===== src/rtl/rds_sync_ctrl.sv =====
module rds_sync_ctrl #(
  parameter int DATA_W  = 16,
  parameter int FLY_W   = 6,
  parameter int TMO_CYC = 16
) (
  input  logic              clk,
  input  logic              rst_n,
  input  logic              blk_valid,
  input  logic [1:0]        blk_type,
  input  logic              blk_err,
  input  logic [DATA_W-1:0] blk_data,
  input  logic [1:0]        proto_sel,
  input  logic [FLY_W-1:0]  fly_limit,
  input  logic              restart,
  input  logic              host_rd,
  output logic              dav_n,
  output logic              synced,
  output logic              ld_strobe,
  output logic [DATA_W-1:0] last_blk,
  output logic [DATA_W-1:0] prev_blk
);

  localparam int TW = (TMO_CYC > 2) ? $clog2(TMO_CYC) : 1;
  localparam logic [TW-1:0] TMO_LAST = TW'(TMO_CYC - 1);

  logic             sync_q, hist_ok_q, pair_q;
  logic [1:0]       hist_type_q;
  logic [FLY_W-1:0] err_cnt_q;
  logic [TW-1:0]    tmo_q;
  logic             dav_n_q;

  wire blk_live = blk_valid & ~restart;
  wire in_order = hist_ok_q && (blk_type == hist_type_q + 2'd1);
  wire fly_over = err_cnt_q >= fly_limit;
  wire srch_ev  = (proto_sel == 2'b01) && (blk_type == 2'd0) && !blk_err;
  wire sync_ev  = (proto_sel == 2'b10) ? pair_q : 1'b1;
  wire hand_ev  = blk_live && (sync_q ? sync_ev : srch_ev);

  always_ff @(posedge clk or negedge rst_n) begin
    if (!rst_n) begin
      sync_q      <= 1'b0;
      hist_ok_q   <= 1'b0;
      hist_type_q <= 2'd0;
      err_cnt_q   <= '0;
      pair_q      <= 1'b0;
    end else if (restart) begin
      sync_q    <= 1'b0;
      hist_ok_q <= 1'b0;
      err_cnt_q <= '0;
      pair_q    <= 1'b0;
    end else if (blk_valid) begin
      if (sync_q) begin
        pair_q <= ~pair_q;
        if (!blk_err) begin
          err_cnt_q <= '0;
        end else if (fly_over) begin
          sync_q    <= 1'b0;
          err_cnt_q <= '0;
          hist_ok_q <= 1'b0;
        end else begin
          err_cnt_q <= err_cnt_q + 1'b1;
        end
      end else if (blk_err) begin
        hist_ok_q <= 1'b0;
      end else begin
        hist_ok_q   <= 1'b1;
        hist_type_q <= blk_type;
        if (in_order) begin
          sync_q    <= 1'b1;
          err_cnt_q <= '0;
          pair_q    <= 1'b0;
        end
      end
    end
  end

  always_ff @(posedge clk or negedge rst_n) begin
    if (!rst_n) begin
      ld_strobe <= 1'b0;
      last_blk  <= '0;
      prev_blk  <= '0;
      dav_n_q   <= 1'b1;
      tmo_q     <= '0;
    end else begin
      ld_strobe <= hand_ev;
      if (hand_ev) begin
        last_blk <= blk_data;
        prev_blk <= last_blk;
        dav_n_q  <= 1'b0;
        tmo_q    <= '0;
      end else if (!dav_n_q) begin
        if (host_rd || tmo_q == TMO_LAST) dav_n_q <= 1'b1;
        else                              tmo_q   <= tmo_q + 1'b1;
      end
    end
  end

  assign dav_n  = dav_n_q;
  assign synced = sync_q;

endmodule


===== config.mk =====
export PLATFORM = sky130hd
export DESIGN_NAME = rds_sync_ctrl
export DESIGN_NICKNAME = d
export VERILOG_FILES = /design/src/rtl/rds_sync_ctrl.sv
export SDC_FILE = /design/constraint.sdc
export NUM_CORES = 1
export LEC_CHECK = 0
export BUFFER_PORTS_ARGS = -buffer_cell sky130_fd_sc_hd__buf_2
export CAP_MARGIN = 25
export CORE_ASPECT_RATIO = 1.5
export CORE_UTILIZATION = 55
export CTS_CLUSTER_SIZE = 40
export DETAILED_ROUTE_END_ITERATION = 8
export MAX_ROUTING_LAYER = met4
export PLACE_DENSITY = 0.84
export SETUP_SLACK_MARGIN = 0.3
export SKIP_CTS_REPAIR_TIMING = 1
export SLEW_MARGIN = 40
export SYNTH_ARGS = -nofsm -noshare
export SYNTH_HDL_FRONTEND = slang
export SYNTH_SLANG_ARGS = --single-unit
export TNS_END_PERCENT = 30

===== constraint.sdc =====
create_clock -name clk -period 3.2 [get_ports clk]
set_input_delay 0.32 -clock clk [delete_from_list [all_inputs] [get_ports clk]]
set_output_delay 0.32 -clock clk [all_outputs]
set_load 0.005 [all_outputs]

Word level (Yosys, flattened, before mapping)
Cells that the tools add are included.
{"block": "classes", "n_bitwise": 5, "eq_ne": 9, "n_reduce_logical": 13, "n_mux": 33, "n_addsub": 3, "n_lt_le_gt_ge": 1}
{"cell": "6-bit 2-to-1 mux", "count": 7}
{"cell": "1-bit 2-to-1 mux", "count": 23}
{"cell": "4-bit 2-to-1 mux", "count": 3}
{"cell": "6-bit by 1-bit adder with 6-bit output, second input constant", "count": 1}
{"cell": "6-bit greater-or-equal comparator", "count": 1}
{"cell": "3-bit AND reduction", "count": 2}
{"cell": "4-bit by 1-bit adder with 4-bit output, second input constant", "count": 1}
{"cell": "4-bit == test, second input constant", "count": 1}
{"cell": "1-bit logical AND", "count": 4}
{"cell": "1-bit inverter", "count": 4}
{"cell": "4-bit AND reduction", "count": 1}
{"cell": "3-bit by 1-bit inequality test with 1-bit output, second input constant", "count": 1}
{"cell": "3-bit by 2-bit inequality test with 1-bit output, second input constant", "count": 1}
{"cell": "3-bit inequality test, second input constant", "count": 1}
{"cell": "3-bit nonzero test", "count": 1}
{"cell": "2-bit by 1-bit adder with 2-bit output, second input constant", "count": 1}
{"cell": "2-bit by 1-bit == test with 1-bit output, second input constant", "count": 1}
{"cell": "2-bit == test", "count": 1}
{"cell": "2-bit == test, second input constant", "count": 1}
{"cell": "2-bit zero test", "count": 1}
{"cell": "2-bit by 1-bit inequality test with 1-bit output, second input constant", "count": 1}
{"cell": "2-bit inequality test, second input constant", "count": 1}
{"cell": "2-bit AND reduction", "count": 1}
{"cell": "2-bit nonzero test", "count": 1}
{"cell": "3 further kinds", "count": 3}
{"block": "word_totals", "input_bits": 32, "output_inout_bits": 35, "register_bits": 49}

Longest topological paths before layout
Gate-level depths: netlist of the first run.
{"block": "logic_depth", "depth_word": 8, "mapped_depth": 7}

Worst setup path after synthesis of the first run
Ideal clock, no wire load.
{"block": "synth_path", "kind": "register -> register", "startpoint": "reg err_cnt_q[0]", "endpoint": "reg err_cnt_q[4]", "required_ps": 3131, "setup_slack_ps": 1423, "setup_time_ps": 69, "path_stages_with_launch": 8, "arrival_ps": 1708, "cell_sequence": "dfrtp_1 inv_1 ha_1 nand2b_1 a21o_1 a21oi_4 or4b_1 nand3_1"}
{"block": "synth_between", "elab_chain_len": 6, "elab_cells_between_ends": 7, "cone_classes": "add/sub: 1; order compare: 1; mux: 5"}
{"item": "from (decl)", "line": "28", "source": "logic [FLY_W-1:0] err_cnt_q;"}
{"item": "from (signal assigned)", "line": "61", "source": "err_cnt_q <= err_cnt_q + 1'b1;"}
{"item": "6-bit by 1-bit adder with 6-bit output / 6-bit greater-or-equal comparator (equally long branches)", "line": "61, 34"}
{"item": "6-bit 2-to-1 mux *", "line": "56", "source": "end else if (fly_over) begin"}
{"item": "6-bit 2-to-1 mux *", "line": "54", "source": "if (!blk_err) begin"}
{"item": "6-bit 2-to-1 mux *", "line": "52", "source": "if (sync_q) begin"}
{"item": "6-bit 2-to-1 mux *", "line": "51", "source": "end else if (blk_valid) begin"}
{"item": "6-bit 2-to-1 mux *", "line": "46", "source": "end else if (restart) begin"}
Every way passes the cells marked *; elsewhere a longest branch is shown, timed or not. The select of a mux whose other input is x is not followed.
A chain may end at the register's enable or synchronous reset.

Worst setup path after layout of the first run
{"block": "layout_path", "startpoint": "reg sync_q, in the netlist synced", "endpoint": "reg prev_blk[8]"}
{"block": "layout_between", "elab_chain_len": 2}
{"item": "from (decl)", "line": "26", "source": "logic sync_q, hist_ok_q, pair_q;"}
{"item": "from (signal assigned)", "line": "41", "source": "sync_q <= 1'b0;"}
{"item": "from (signal assigned)", "line": "47", "source": "sync_q <= 1'b0;"}
{"item": "from (signal assigned)", "line": "57", "source": "sync_q <= 1'b0;"}
{"item": "1-bit 2-to-1 mux", "line": "37", "source": "wire hand_ev = blk_live && (sync_q ? sync_ev : srch_ev);"}
{"item": "1-bit logical AND", "line": "37"}
{"item": "to (signal assigned)", "line": "88", "source": "prev_blk <= last_blk;"}
{"item": "to (decl)", "line": "20", "source": "output logic [DATA_W-1:0] prev_blk"}
Every way passes these cells.

==> reports/metrics.cfg, run 1 <==
[timing]
fmax_mhz=479
finalSetupViolCount=0
finalMaxSlewViolations=0
fin_hold_ws_ps=24.0
min_period_ps=2090
fin_crit_sh_pct=65.3
finalHoldViolCount=0
rsz0062_at_grt=false
finalSetupTns_ps=0
skew_ps=7.17
slew_headroom_pct=60.6
worst_slew_pin_slew_ps=591

[layout]
syn_to_final_growth_pct=20.1
diodes=0
fillerInstances=306
seq_area_um2=1230
nets=287
multi_input_area_um2=965
layout-drive-gt1-share_pct=40.3

[floorplanning]
die_w_um=54.3
die_h_um=80.4
ioPinCount=67
row_count=28
dieArea_um2=4360
initial_utilization_pct=57.5
core-area_um2=3920

[grt]
antenna_found_initial=0
grt_pass1_wl_um=6580
grt_pass1_vias=1562
grt-ovfl-total=0
grt_max_degree=50
grt_usage_pct=21.4

[yosys]
syn_avg_cell_area_um2=12.7
synthCells=178
ys_seq_area_share_pct=54.4
syn-num-nets=218
yosys.area_share.simple_pct=9.38
synth_top_family_by_area=multiplexers
syn_area_um2=2250
synth_area_leaders=dfrtp_1 53%, mux2_1 9.5%, mux2_2 8.0%, ha_1 4.4%, nand2_1 2.0%
synth_warnings=0
synth_top_cell_by_area=dfrtp_1
synthMostInstantiatedCell=dfrtp_1
synth_edf_count=0
muxShareOfSynthArea_pct=17.9
synth_compound_area_share_pct=8.99
synthArstFlopShare_pct=100
ys_seq_elements=49
synthTopCellsByCount=48 x dfrtp_1, 19 x mux2_1, 16 x mux2_2
ys.flop_type=dfrtp_1
synth_top_area_share_pct=53.3
synthAdderAreaFrac_pct=4.44
synthXorXnorAreaFrac_pct=1.55
ys_types=38

[detailed_routing]
avgRoutedWirePerCell_um=13.4
vias=1600
drc=0
wl_um=3930
dr.pass1.iters=4
drtIter0Drc=22
ant_nets=0
vias_per_cell=5.46

[clock_network]
cts_inserted_buffers=5
cts.path.max_buffers=2
cts_tree=built
cts_num_sinks=49
htreeDepth=2
worstSkewPairLatency_ps=290
path_clk_slew_ps=90
root_buffer=clkbuf_8

[place]
numPortBuffers=66
gp_congestion=0.769
hpwl_um=3000

[worst_setup_path]
r2r_slack_ps=1110
required_ps=3380
worstPathArrival_ps=2270
end_kind=flop
crit_fanout=24
cp-start-kind=flop
criticalPathCategory=flop to flop

[outcome]
outcome=completed

[pwr]
total_leakage_power_nw=1.43
powerDensity_nw_per_um2=476
ir_drop_v=0.000473

[hold_path]
hold_class=input port to async pin

[flow_run]
cap_violations=0

sequential cells by signal, summed over array words and instances, names as in the netlist:
register and count:
pair_q 1, ld_strobe 1, err_cnt_q 6, tmo_q 4, prev_blk 16, synced 1, hist_ok_q 1, last_blk 16
dav_n 1, hist_type_q 2
logic make-up (layout without fill, tap and decap cells):
logic type / Yosys count / after routing
buffers and inverters: 14 / 84
multiplexers: 36 / 36
flip-flops: 49 / 49
XOR/XNOR: 4 / 4
AO/OA/AOI/OAI: 27 / 27
AND/OR/NAND/NOR: 40 / 40
adder cells (fa/ha/maj): 8 / 8
metrics by stage:
| stage | instances | setup slack [ps] | area (um2) | utilization, % | total power [W] |
|---|---|---|---|---|---|
| 2_1_floorplan | 178 | 1420 | 2250 | - | 0.000844 |
| 3_3_place_gp | 285 | 1040 | 2620 | 66.8 | 0.000944 |
| 3_5_place_dp | 285 | 1020 | 2620 | 66.8 | 0.000957 |
| 4_1_cts | 293 | 1110 | 2710 | 69.0 | 0.00131 |
| 5_1_grt | 293 | 977 | 2710 | 69.0 | 0.00137 |
| 6_report | 293 | 1110 | 2710 | 69.0 | 0.00129 |
critical path, cell delays in order, from the launching register on:
cell     delay, ps
dfrtp_1        540
o21ai_0        220
a21oi_4        430
buf_4          390
mux2_2         380
area by class of cell:
type | count | area share [%]
Sequential cell | 49 | 45.3
Clock inverter | 3 | 0.647
Inverter | 9 | 1.25
Multi-Input combinational cell | 115 | 35.6
Tap cell | 45 | 2.08
Clock buffer | 5 | 2.54
Timing Repair Buffer | 67 | 12.6
metal layers:
metal  routed length, um  vias up  track usage [%]
li1                    -      767                -
met1                1630      778             25.2
met2                2040       53             34.8
met3                 227        2             5.49
met4                  19        0             6.92
met5                   0        -                -
power breakdown:
part | internal, W | total, W | switching, W | leakage, nW
registers | 0.000692 | 0.000743 | 0.0000503 | 0.658
logic | 0.000110 | 0.000198 | 0.0000879 | 0.728
clock network | 0.000151 | 0.000347 | 0.000196 | 0.0439
total | 0.000954 | 0.00129 | 0.000335 | 1.43
path summary, 6_finish.rpt:
kind	start	end	cells after the start
max	synced$_DFFE_PN0P_	prev_blk[8]$_DFFE_PN0P_	4
min	rst_n	last_blk[2]$_DFFE_PN0P_	1
max reg2reg	synced$_DFFE_PN0P_	prev_blk[8]$_DFFE_PN0P_	4
min reg2reg	prev_blk[4]$_DFFE_PN0P_	prev_blk[4]$_DFFE_PN0P_	1
max in group asynchronous	rst_n	last_blk[10]$_DFFE_PN0P_	1
min in group clk	blk_data[3]	last_blk[3]$_DFFE_PN0P_	2
layout by cell type, fill, tap and decap left out, types with 3 or more instances in the layout:
cell type,synthesis,routed
mux2_2,16,16
clkbuf_8,0,5
nor3_1,3,3
a21oi_1,8,7
nand3_1,4,4
ha_1,8,8
dfrtp_1,48,48
nand2b_1,4,4
nand2_1,12,12
inv_1,9,9
buf_2,2,65
mux2_1,19,19
o21ai_0,5,5
nor2_1,9,9
Note: power is estimated with default switching activity, not from simulation.
==> run 2, diff against run 1 <==
CORE_UTILIZATION = 51   (was 55)
PLACE_DENSITY = 0.79   (was 0.84)
clock period = 2.15 ns   (was 3.2 ns; I/O delays follow)
==> run 2 against run 1 <==
Design area is 7.4% higher. Register-to-register slack worse by 800 ps. Die area is 7.6% higher. Global-route usage is 0.71 points lower.
==> reports/metrics.cfg, run 2 (synthesized netlist as in run 1, its figures left out) <==
[layout]
reg_top3=last_blk: 16 flops, prev_blk: 16 flops, err_cnt_q: 6 flops  ; unchanged
mostFrequentLayoutCell=buf_2  ; unchanged
syn_to_final_growth_pct=29.1  ; was 20.1%
fillerInstances=321  ; was 306
final_cell_mix=66 x buf_2, 47 x dfrtp_1, 19 x mux2_1, 16 x mux2_2  ; was 65 x buf_2, 48 x dfrtp_1, 19 x mux2_1, 16 x mux2_2, 12 x nand2_1
diodes=0  ; unchanged
nets=299  ; was 287
layout-drive-gt1-share_pct=46.5  ; was 40.3%

[timing]
min_period_ps=1840  ; was 2090 ps
skew_ps=2.51  ; was 7.17 ps
fmax_mhz=545  ; was 479 MHz
finalSetupTns_ps=0  ; unchanged
worst_slew_pin_slew_ps=470  ; was 591 ps
finalSetupViolCount=0  ; unchanged
finalMaxSlewViolations=0  ; unchanged
fin_crit_sh_pct=85.4  ; was 65.3%
rsz0062_at_grt=true  ; was false
finalHoldViolCount=0  ; unchanged
slew_headroom_pct=68.7  ; was 60.6%

[detailed_routing]
vias_per_cell=5.31  ; was 5.46
wl_um=4530  ; was 3930 um
vias=1626  ; was 1,600
avgRoutedWirePerCell_um=14.8  ; was 13.4 um
dr.pass1.iters=4  ; unchanged
ant_nets=0  ; unchanged
drtIter0Drc=32  ; was 22
drc=0  ; unchanged

[floorplanning]
ioPinCount=67  ; unchanged
die_w_um=56.3  ; was 54.3 um
row_count=29  ; was 28
die_h_um=83.4  ; was 80.4 um
core-area_um2=4250  ; was 3920 um2
dieArea_um2=4700  ; was 4360 um2
initial_utilization_pct=53.1  ; was 57.5%

[clock_network]
cts.path.max_buffers=2  ; unchanged
cts_inserted_buffers=5  ; unchanged
cts_num_sinks=49  ; unchanged
root_buffer=clkbuf_8  ; unchanged
path_clk_slew_ps=90  ; about the same
cts_tree=built  ; unchanged
worstSkewPairLatency_ps=300  ; was 290 ps
htreeDepth=2  ; unchanged

[grt]
grt_pass1_vias=1628  ; was 1,562
grt_usage_pct=20.7  ; was 21.4%
grt_pass1_wl_um=7420  ; was 6580 um
grt_max_degree=39  ; was 50
grt-ovfl-total=0  ; unchanged
antenna_found_initial=0  ; unchanged

[worst_setup_path]
end_kind=flop  ; unchanged
cp_num_buf_inv=1  ; unchanged
criticalPathCategory=flop to flop  ; unchanged
cp_top_family=simple AND/OR/NAND/NOR gates  ; was compound AO/OA/AOI/OAI gates
path_cells=inv_1 -> ha_1 -> nand2b_4 -> a21o_4 -> a21oi_4 -> or4b_4 -> nand3_2  ; was o21ai_0 -> a21oi_4 -> buf_4 -> mux2_2
cp_slowest_stage_delay_ps=480  ; was 540 ps
cp-start-kind=flop  ; unchanged
critPathSlowestCell=or4b_4  ; was dfrtp_1
crit_fanout=5  ; was 24
required_ps=2390  ; was 3380 ps
worstPathArrival_ps=2080  ; was 2270 ps

[hold_path]
hold_class=input port to flop  ; was input port to async pin

[place]
gp_congestion=0.847  ; was 0.769
hpwl_um=3160  ; was 3000 um
numPortBuffers=66  ; unchanged

[outcome]
outcome=completed  ; unchanged

[pwr]
powerDensity_nw_per_um2=684  ; was 476 nW/um2
total_leakage_power_nw=1.52  ; was 1.43 nW
ir_drop_v=0.000747  ; was 0.000473 V
totalPowerFinal_w=0.00199  ; was 0.00129 W

[flow_run]
cap_violations=0  ; unchanged

[run 2: final cells by class]
class	count	area, um2	area share, %
Clock buffer	6	82.6	2.84
Tap cell	46	57.6	1.98
Sequential cell	49	1230	42.2
Inverter	9	33.8	1.16
Timing Repair Buffer	79	443	15.2
Clock inverter	2	13.8	0.473
Multi-Input combinational cell	115	1050	36.1
[run 2: worst paths after layout]
kind,startpoint,to,slack [ps],cells after the start
hold / removal,blk_data[6],last_blk[6]$_DFFE_PN0P_,130,2
hold reg to reg,err_cnt_q[0]$_DFFE_PN0P_,err_cnt_q[0]$_DFFE_PN0P_,490,1
min in group asynchronous,rst_n,last_blk[0]$_DFFE_PN0P_,320,2
max in group asynchronous,rst_n,prev_blk[7]$_DFFE_PN0P_,1230,3
setup reg to reg,err_cnt_q[0]$_DFFE_PN0P_,err_cnt_q[4]$_DFFE_PN0P_,310,7
setup / recovery,err_cnt_q[0]$_DFFE_PN0P_,err_cnt_q[4]$_DFFE_PN0P_,310,7
[run 2: through the flow]
step / hold WS, ps / setup slack (ps) / instances / util, % / cell area (um2)
floorplan: -80.6 / 373 / 178 / - / 2250
global placement: 108 / 304 / 288 / 62.4 / 2650
detailed placement: 105 / 192 / 288 / 62.4 / 2650
CTS: -221 / 172 / 296 / 64.7 / 2750
global route: 123 / 265 / 306 / 68.6 / 2910
finish: 127 / 314 / 306 / 68.6 / 2910
[run 2: where the power goes]
part / internal (W) / switching (W) / total (W) / leakage, nW
sequential: 0.00103 / 0.0000738 / 0.00110 / 0.657
combinational: 0.000175 / 0.000140 / 0.000315 / 0.810
clock: 0.000261 / 0.000310 / 0.000571 / 0.0512
[run 2: worst register-to-register path: cells and delay by family (launching register included)]
family / cells / cell delay [ps]
simple gates: 3 / 690
buf+inv: 1 / 50
flops: 1 / 380
fa+ha+maj: 1 / 270
compound gates: 2 / 400
[run 2: layer usage]
layer,up-vias,wire length (um),global-route usage (%)
met3,4,186,3.74
met2,50,2430,34.8
li1,785,-,-
met1,787,1880,25.0
met4,0,31,6.43
met5,-,0,-
